File: config.mk
export PLATFORM = sky130hd
export DESIGN_NAME = fetch_stage
export DESIGN_NICKNAME = d
export VERILOG_FILES = /design/src/rtl/fetch_pkg.sv /design/src/rtl/fetch_pc_gen.sv /design/src/rtl/fetch_word_pack.sv /design/src/rtl/fetch_ctrl.sv /design/src/rtl/fetch_stage.sv
export SDC_FILE = /design/constraint.sdc
export NUM_CORES = 1
export LEC_CHECK = 0
export BUFFER_PORTS_ARGS = -buffer_cell sky130_fd_sc_hd__buf_2
export CAP_MARGIN = 20
export CORE_UTILIZATION = 40
export DETAILED_ROUTE_END_ITERATION = 8
export GPL_ROUTABILITY_DRIVEN = 0
export GPL_TIMING_DRIVEN = 0
export MAX_ROUTING_LAYER = met4
export PLACE_DENSITY = 0.68
export SETUP_SLACK_MARGIN = 0.5
export SLEW_MARGIN = 20
export SYNTH_ARGS = -nofsm -noshare
export SYNTH_HDL_FRONTEND = slang
export SYNTH_SLANG_ARGS = --single-unit
File: constraint.sdc
create_clock -name clk_i -period 2.9 [get_ports clk_i]
set_clock_uncertainty 0.05 [all_clocks]
set_input_delay 0.87 -clock clk_i [delete_from_list [all_inputs] [get_ports clk_i]]
set_output_delay 0.87 -clock clk_i [all_outputs]
set_load 0.005 [all_outputs]
File: src/rtl/fetch_pkg.sv
package fetch_pkg;
  typedef enum logic {
    FS_RUN  = 1'b0,
    FS_WAIT = 1'b1
  } fetch_state_e;
endpackage

File: src/rtl/fetch_pc_gen.sv
module fetch_pc_gen #(
  parameter int ADDR_W      = 24,
  parameter int INSTR_BYTES = 4
) (
  input  logic              clk_i,
  input  logic              rst_ni,
  input  logic              load_i,
  input  logic [ADDR_W-1:0] load_pc_i,
  input  logic              advance_i,
  output logic [ADDR_W-1:0] addr_o
);
  localparam int OFS_W = $clog2(INSTR_BYTES);

  logic [ADDR_W-1:0] pc_q, pc_d, load_aligned;

  assign load_aligned = {load_pc_i[ADDR_W-1:OFS_W], {OFS_W{1'b0}}};
  // a load in this cycle redirects the current fetch
  assign addr_o = load_i ? load_aligned : pc_q;
  assign pc_d   = advance_i ? addr_o + ADDR_W'(INSTR_BYTES) : addr_o;

  always_ff @(posedge clk_i or negedge rst_ni) begin
    if (!rst_ni) pc_q <= '0;
    else         pc_q <= pc_d;
  end


  pc_step_chk: assert property (@(posedge clk_i) disable iff (!rst_ni)
    advance_i |=> pc_q == $past(addr_o) + ADDR_W'(INSTR_BYTES));
endmodule

File: src/rtl/fetch_word_pack.sv
module fetch_word_pack #(
  parameter int BYTE_W      = 8,
  parameter int INSTR_BYTES = 4,
  localparam int WORD_W     = BYTE_W * INSTR_BYTES
) (
  input  logic [WORD_W-1:0] lanes_i,
  output logic [WORD_W-1:0] word_o
);
  // lane 0 (lowest address) goes to the most significant byte
  for (genvar k = 0; k < INSTR_BYTES; k++) begin : g_lane
    assign word_o[(INSTR_BYTES-1-k)*BYTE_W +: BYTE_W] = lanes_i[k*BYTE_W +: BYTE_W];
  end
endmodule

File: src/rtl/fetch_ctrl.sv
module fetch_ctrl
  import fetch_pkg::*;
(
  input  logic clk_i,
  input  logic rst_ni,
  input  logic branch_i,
  input  logic ex_done_i,
  input  logic dec_ready_i,
  output logic fetch_go_o,
  output logic kill_o,
  output logic waiting_o
);
  fetch_state_e state_q, state_d;

  assign waiting_o  = (state_q == FS_WAIT);
  assign kill_o     = branch_i;
  assign fetch_go_o = !branch_i && (!waiting_o || ex_done_i) && dec_ready_i;

  always_comb begin
    state_d = state_q;
    if (branch_i)                  state_d = FS_WAIT;
    else if (waiting_o && ex_done_i) state_d = FS_RUN;
  end

  always_ff @(posedge clk_i or negedge rst_ni) begin
    if (!rst_ni) state_q <= FS_RUN;
    else         state_q <= state_d;
  end


  branch_waits_chk: assert property (@(posedge clk_i) disable iff (!rst_ni)
    branch_i |=> waiting_o);

  wait_no_fetch_chk: assert property (@(posedge clk_i) disable iff (!rst_ni)
    waiting_o && !ex_done_i |-> !fetch_go_o);
endmodule

File: src/rtl/fetch_stage.sv
module fetch_stage #(
  parameter int  ADDR_W      = 24,
  parameter int  INSTR_BYTES = 4,
  parameter int  BYTE_W      = 8,
  localparam int INSTR_W     = BYTE_W * INSTR_BYTES
) (
  input  logic               clk_i,
  input  logic               rst_ni,
  output logic [ADDR_W-1:0]  imem_addr_o,
  input  logic [INSTR_W-1:0] imem_rdata_i,
  input  logic               dec_ready_i,
  input  logic               branch_i,
  input  logic               ex_done_i,
  input  logic               ex_pc_load_i,
  input  logic [ADDR_W-1:0]  ex_pc_i,
  output logic               dec_valid_o,
  output logic [INSTR_W-1:0] dec_instr_o,
  output logic [ADDR_W-1:0]  dec_pc_o
);
  logic               fetch_go, kill, waiting;
  logic [INSTR_W-1:0] word;
  logic               valid_q;
  logic [INSTR_W-1:0] instr_q;
  logic [ADDR_W-1:0]  dpc_q;

  fetch_ctrl u_ctrl (
    .clk_i       (clk_i),
    .rst_ni      (rst_ni),
    .branch_i    (branch_i),
    .ex_done_i   (ex_done_i),
    .dec_ready_i (dec_ready_i),
    .fetch_go_o  (fetch_go),
    .kill_o      (kill),
    .waiting_o   (waiting)
  );

  fetch_pc_gen #(.ADDR_W(ADDR_W), .INSTR_BYTES(INSTR_BYTES)) u_pc (
    .clk_i     (clk_i),
    .rst_ni    (rst_ni),
    .load_i    (ex_pc_load_i),
    .load_pc_i (ex_pc_i),
    .advance_i (fetch_go),
    .addr_o    (imem_addr_o)
  );

  fetch_word_pack #(.BYTE_W(BYTE_W), .INSTR_BYTES(INSTR_BYTES)) u_pack (
    .lanes_i (imem_rdata_i),
    .word_o  (word)
  );

  always_ff @(posedge clk_i or negedge rst_ni) begin
    if (!rst_ni) begin
      valid_q <= 1'b0;
      instr_q <= '0;
      dpc_q   <= '0;
    end else begin
      if (kill) begin
        valid_q <= 1'b0;
      end else if (fetch_go) begin
        valid_q <= 1'b1;
        instr_q <= word;
        dpc_q   <= imem_addr_o;
      end else if (waiting) begin
        valid_q <= 1'b0;
      end
    end
  end

  assign dec_valid_o = valid_q;
  assign dec_instr_o = instr_q;
  assign dec_pc_o    = dpc_q;


  fetch_delivers_chk: assert property (@(posedge clk_i) disable iff (!rst_ni)
    fetch_go |=> dec_valid_o && dec_pc_o == $past(imem_addr_o));

  bubble_after_branch_chk: assert property (@(posedge clk_i) disable iff (!rst_ni)
    branch_i |=> !dec_valid_o);

  hold_on_backpressure_chk: assert property (@(posedge clk_i) disable iff (!rst_ni)
    !branch_i && !dec_ready_i && !waiting |=>
      $stable(dec_valid_o) && $stable(dec_instr_o) && $stable(dec_pc_o));

  wait_keeps_bubble_chk: assert property (@(posedge clk_i) disable iff (!rst_ni)
    waiting && !ex_done_i |=> !dec_valid_o);
endmodule

After elaboration in Yosys (flattened, before gate mapping):

Cells that the tools add are included.

* register bits: 82
* bits in latches: 0
* RAM bits: 0
* bits in read-only memories: 0
* output and inout port bits: 81
* logic and storage cells: 23
* memories kept: 0

* add/subtract/negate cells: 1
* multiply operators: 0
* div/mod/pow operators: 0
* $lt $le $gt $ge: 0
* equality and inequality tests: 0
* shifts and indexed selects: 0
* mux-type cells: 7
* bitwise logic cells: 1
* reductions and logical operators: 9

Operators with widths (count)
* 2-to-1 mux 24 bit: 2
* adder 24 x 3 -> 24 bit, second input constant: 1
* 2-to-1 mux 1 bit: 5
* logical AND 1 bit: 3
* nonzero test 3 bit: 1
* zero test 1 bit: 2
* AND reduction 2 bit: 1
* nonzero test 2 bit: 1
* logical OR 1 bit: 1
* inverter 1 bit: 1

Longest topological paths before layout:

* word-level depth: 6
* depth in mapped cells: 10

By module:

From an unflattened synthesis, not the netlist that was laid out.

* cells, all modules: 300
* area total of the unflattened synthesis: 4240.3 µm²

By module, submodules not included
* fetch_stage: times used 1, cells an instance 123, area an instance 2343.5 µm², sequential area each 1426.4 µm²
* fetch_pc_gen: times used 1, cells an instance 139, area an instance 1595.3 µm², sequential area each 600.6 µm²
* fetch_word_pack: times used 1, cells an instance 32, area an instance 240.2 µm², sequential area each 0.0 µm²
* fetch_ctrl: times used 1, cells an instance 6, area an instance 61.3 µm², sequential area each 25.0 µm²

Least setup slack after synthesis:

OpenSTA, ideal clock, no wires.

* kind: input-to-output
* start point: in ex_pc_load_i
* end point: out imem_addr_o[2]
* arrival time: 1895 ps
* slack: 85 ps
* stages: 5
* path buffers: 4
* cells stage by stage: buf_6 > buf_6 > buf_4 > buf_2 > mux2_2

* cells in the longest elaborated chain, start to end: 1

RTL lines
* from (decl): line fetch_stage.sv:14 `input logic ex_pc_load_i,`
* 2-to-1 mux 24 bit: line fetch_pc_gen.sv:18 `assign addr_o = load_i ? load_aligned : pc_q;`
* to (decl): line fetch_stage.sv:9 `output logic [ADDR_W-1:0] imem_addr_o,`

Every way passes these cells.

Final worst setup path:

Same ends and word-level chain as after synthesis.

==> Implementation_results.wiki <==
{| class="wikitable"
! Metric !! Value
|-
| Maximum fanout along the worst path || 6
|-
| Pins over their slew limit || 0
|-
| TritonCTS clock tree || done
|-
| Number of global-route vias before repair || approximately 3,200
|-
| TritonCTS buffer count || 9
|-
| Area of the core || roughly 0.0087 mm²
|-
| Layout-stage area growth over the synthesis result || 57.23%
|-
| Async set-or-reset flop fraction in the synthesized netlist || 100.0%
|-
| Fraction of layout cells with a size suffix above 1 || 66.13%
|-
| Number of ports placed on the die boundary || between 100 and 150
|-
| Post-detailed-placement half-perimeter wirelength || 6.276 mm
|-
| Hold buffers post-CTS || 0
|-
| Library cell used as clock root buffer || clkbuf_8
|-
| Cell row count || 34
|-
| Final setup violation count || 0
|-
| Post-Syn Nets || ~340
|-
| Number of DRC markers in iteration 0 || around 110
|-
| Critical register-to-register path endpoint || dec_pc_o[14]
|-
| Slowest stage cell, crit path || mux2_4
|-
| Mean routed wirelength per cell || between 15 and 20 µm
|-
| Die Area || 0.009363 mm²
|-
| Final Routed Wirelength || between 9 and 10 mm
|-
| Setup repair after global routing missed its margin || true
|-
| Clock Sinks || just over 80
|-
| Avg Inst Size Synth || around 13 µm²
|-
| Via count || a little over 3,000
|-
| Remaining global-route overflow || 0
|-
| Synthesized netlist cell count || 280
|-
| Largest cells by area after synthesis || dfrtp_1, mux2_2, xnor2_1
|-
| Total negative setup slack || 0 ns
|-
| Most frequent cell after synthesis || dfrtp_1
|-
| Worst hold slack across all endpoints || roughly 0.38 ns
|-
| Number of distinct library cells after synthesis || 32
|-
| Worst-margin pin slew || 0.4828 ns
|-
| Final antenna diode count || 0
|-
| Overall Global Routing Usage || 21.90%
|-
| Min-delay worst type || in -> async
|-
| DRC viols || 0
|-
| Mean number of vias per cell || around 5.0
|-
| Register clock-pin slew on the reported worst setup and hold paths || roughly 0.08 ns
|-
| Post-layout min period || around 2.7 ns
|-
| Power per cell area || around 560 mW/mm²
|-
| Reg-to-reg slack, setup || around 0.94 ns
|-
| Number of enable flip-flop cells after synthesis || 0
|-
| Number of input and output port buffers inserted || 139
|-
| Cell class contributing the biggest share of worst-path delay || buffers and inverters
|-
| Sequential share of power || 45.2%
|-
| Final std cells w/o fill || between 600 and 700
|-
| Crit path buffers/inverters || 5
|-
| Commonest cells in the netlist || dfrtp_1, mux2_2, nor2_1, xnor2_1, a21oi_1
|-
| Max-capacitance violation count || 0
|-
| Leakage Power || roughly 2.7 nW
|-
| Starting density of the core || between 40% and 50%
|-
| Post-route core utilization || between 60% and 70%
|-
| Most used DFF post-synth || dfrtp_1
|-
| Library cell with the largest summed area after synthesis || dfrtp_1
|-
| Hold Violations, Final || 0
|-
| Max incr delay on CP || between 0.3 and 0.4 ns
|-
| Net total in the final layout || about 560
|-
| Seq/Total Area, Yosys || a little under three fifths
|-
| Cell-by-cell listing of the critical path || buf_12, buf_12, buf_12, buf_12, mux2_4, buf_6
|-
| Type of element capturing the critical path || output port
|-
| Total number of yosys warnings || 0
|-
| Status || finished clean
|-
| Detail Route Antenna Nets || 0
|-
| Data required, critical path || roughly 2.0 ns
|-
| Arrival time at the worst endpoint || ~1.8 ns
|-
| Sw Ratio || between 20% and 30%
|-
| Max-slew headroom at the worst pin || roughly two thirds
|-
| Clock network power share || between 20% and 30%
|-
| H-tree lvl count || 3
|-
| Critical path's most frequent cell || buf_12
|-
| Worst skew pair latency || ~0.34 ns
|-
| Switching power of the nets || 0.0008704 W
|-
| First-pass iteration count of the detailed router || 4
|-
| Count of placed standard cells including taps || 528
|-
| CP Class || in -> out
|-
| Maximum number of pins on one net before global-route repair || 59
|-
| Wire length of the first global-routing pass || 15.61 mm
|-
| Worst reg-to-reg path cell count || 6
|-
| Maximum resistive drop on vdd || about 0.00036 V
|-
| Area of the mapped netlist || ~0.0036 mm²
|-
| Fmax achieved || 366.4 MHz
|-
| Internal power component || between 0.002 and 0.0025 W
|-
| Gate power share || about 27%
|-
| Share of the clock period used by the worst path after layout || a little over nine tenths
|-
| Number of flip-flops and latches in the synthesized netlist || 82
|-
| Floorplan die height || between 90 and 100 µm
|-
| Antenna violations before repair || 0
|-
| Worst reg2reg path startpoint || u_ctrl.waiting_o
|-
| Yosys top cell area share || between 50% and 60%
|-
| Maximum number of buffers from clock root to sink || 2
|-
| Crit path launch type || primary input
|-
| Die width || approximately 97 µm
|}
flip-flops by register name, summed over array words and instances (netlist names):
signal            cells
dec_valid_o           1
u_ctrl.waiting_o      1
u_pc.pc_q            24
dec_pc_o             24
dec_instr_o          32
timing repair:
item	in CTS	in global routing
resized for setup	66	27
setup endpoints to repair	36	34
buffers inserted	44	18
pin swaps	2	6
cloned	2	0
worst max path at each step:
stage	start	end	slack (ns)	cells past startpoint
global route	ex_pc_load_i	imem_addr_o[10]	0.15	7
finish	ex_pc_load_i	imem_addr_o[2]	0.17	6
floorplan	ex_pc_load_i	imem_addr_o[2]	0.28	5
detailed placement	ex_pc_load_i	imem_addr_o[3]	0.008	7
CTS	ex_pc_load_i	imem_addr_o[2]	0.17	6
global placement	ex_pc_load_i	imem_addr_o[3]	0.01	7
logic make-up (layout without fill, tap and decap cells):
logic type | Yosys count | after routing | synth area share [%]
mux | 64 | 64 | 19.61
compound gates | 21 | 21 | 4.180
xor+xnor | 21 | 21 | 5.120
flops | 82 | 82 | 57.12
simple gates | 63 | 63 | 9.648
fa+ha+maj | 1 | 1 | 0.3483
buf+inv | 28 | 247 | 3.971
power groups by stage:
stage	logic, W	clock network (W)	registers (W)
final	0.000854	0.000885	0.00144
after global routing	0.000923	0.000958	0.00146
after CTS	0.000787	0.000903	0.00144
after detailed placement	0.000636	0	0.00145
after global placement	0.000615	0	0.00144
after floorplan	0.000299	0	0.00146
layout by cell type (no fill, tap or decap), types with 2 or more instances in the layout:
cell / Yosys / layout
a21oi_1: 15 / 14
and3_1: 4 / 2
and3_4: 0 / 2
buf_12: 0 / 6
buf_16: 0 / 3
buf_2: 9 / 129
buf_4: 3 / 55
buf_6: 2 / 24
bufinv_16: 0 / 2
clkbuf_8: 0 / 9
clkinv_2: 0 / 3
dfrtp_1: 82 / 82
inv_2: 0 / 12
mux2_2: 51 / 45
mux2_4: 0 / 6
mux2i_4: 0 / 11
nand2_1: 11 / 10
nand3_1: 10 / 8
nand3_2: 2 / 4
nand3b_1: 3 / 3
nand4_1: 4 / 4
nor2_1: 17 / 16
nor2b_4: 0 / 2
xnor2_1: 17 / 17
xor2_1: 4 / 4
cell type report:
| cell class | instances | area (µm²) |
|---|---|---|
| fillers | 682 | 3073 |
| well taps | 108 | 135.1 |
| plain buffers | 15 | 153.9 |
| clock inverters | 6 | 82.58 |
| flip-flops and latches | 82 | 2052 |
| clock buffers | 9 | 123.9 |
| repair buffers | 204 | 1398 |
| multi-input cells | 170 | 1654 |
| inverters | 13 | 48.80 |
worst register-to-register path: stages (launching register included):
cell,delay (ns)
dfrtp_1,0.40
nor2b_1,0.17
nor2_2,0.35
buf_2,0.34
buf_2,0.30
nor2_1,0.09
a21oi_1,0.18
metal layers:
layer	up-vias	part of all wire (%)	GRT usage, %
met3	21	6.6	4.769
li1	1388	-	-
met5	-	0	-
met4	0	2.4	8.381
met1	1489	42	27.10
met2	124	49	35.27
metrics by stage:
stage	area, µm²	worst slack, ns	total power [W]
6_report	5648	0.1709	0.003176
5_1_grt	5648	0.1488	0.003341
4_1_cts	5391	0.1702	0.003128
3_5_place_dp	4497	0.007949	0.002082
3_3_place_gp	4467	0.01208	0.002052
2_1_floorplan	3636	0.2811	0.001755
No activity file was read; power rests on OpenSTA's default activity.
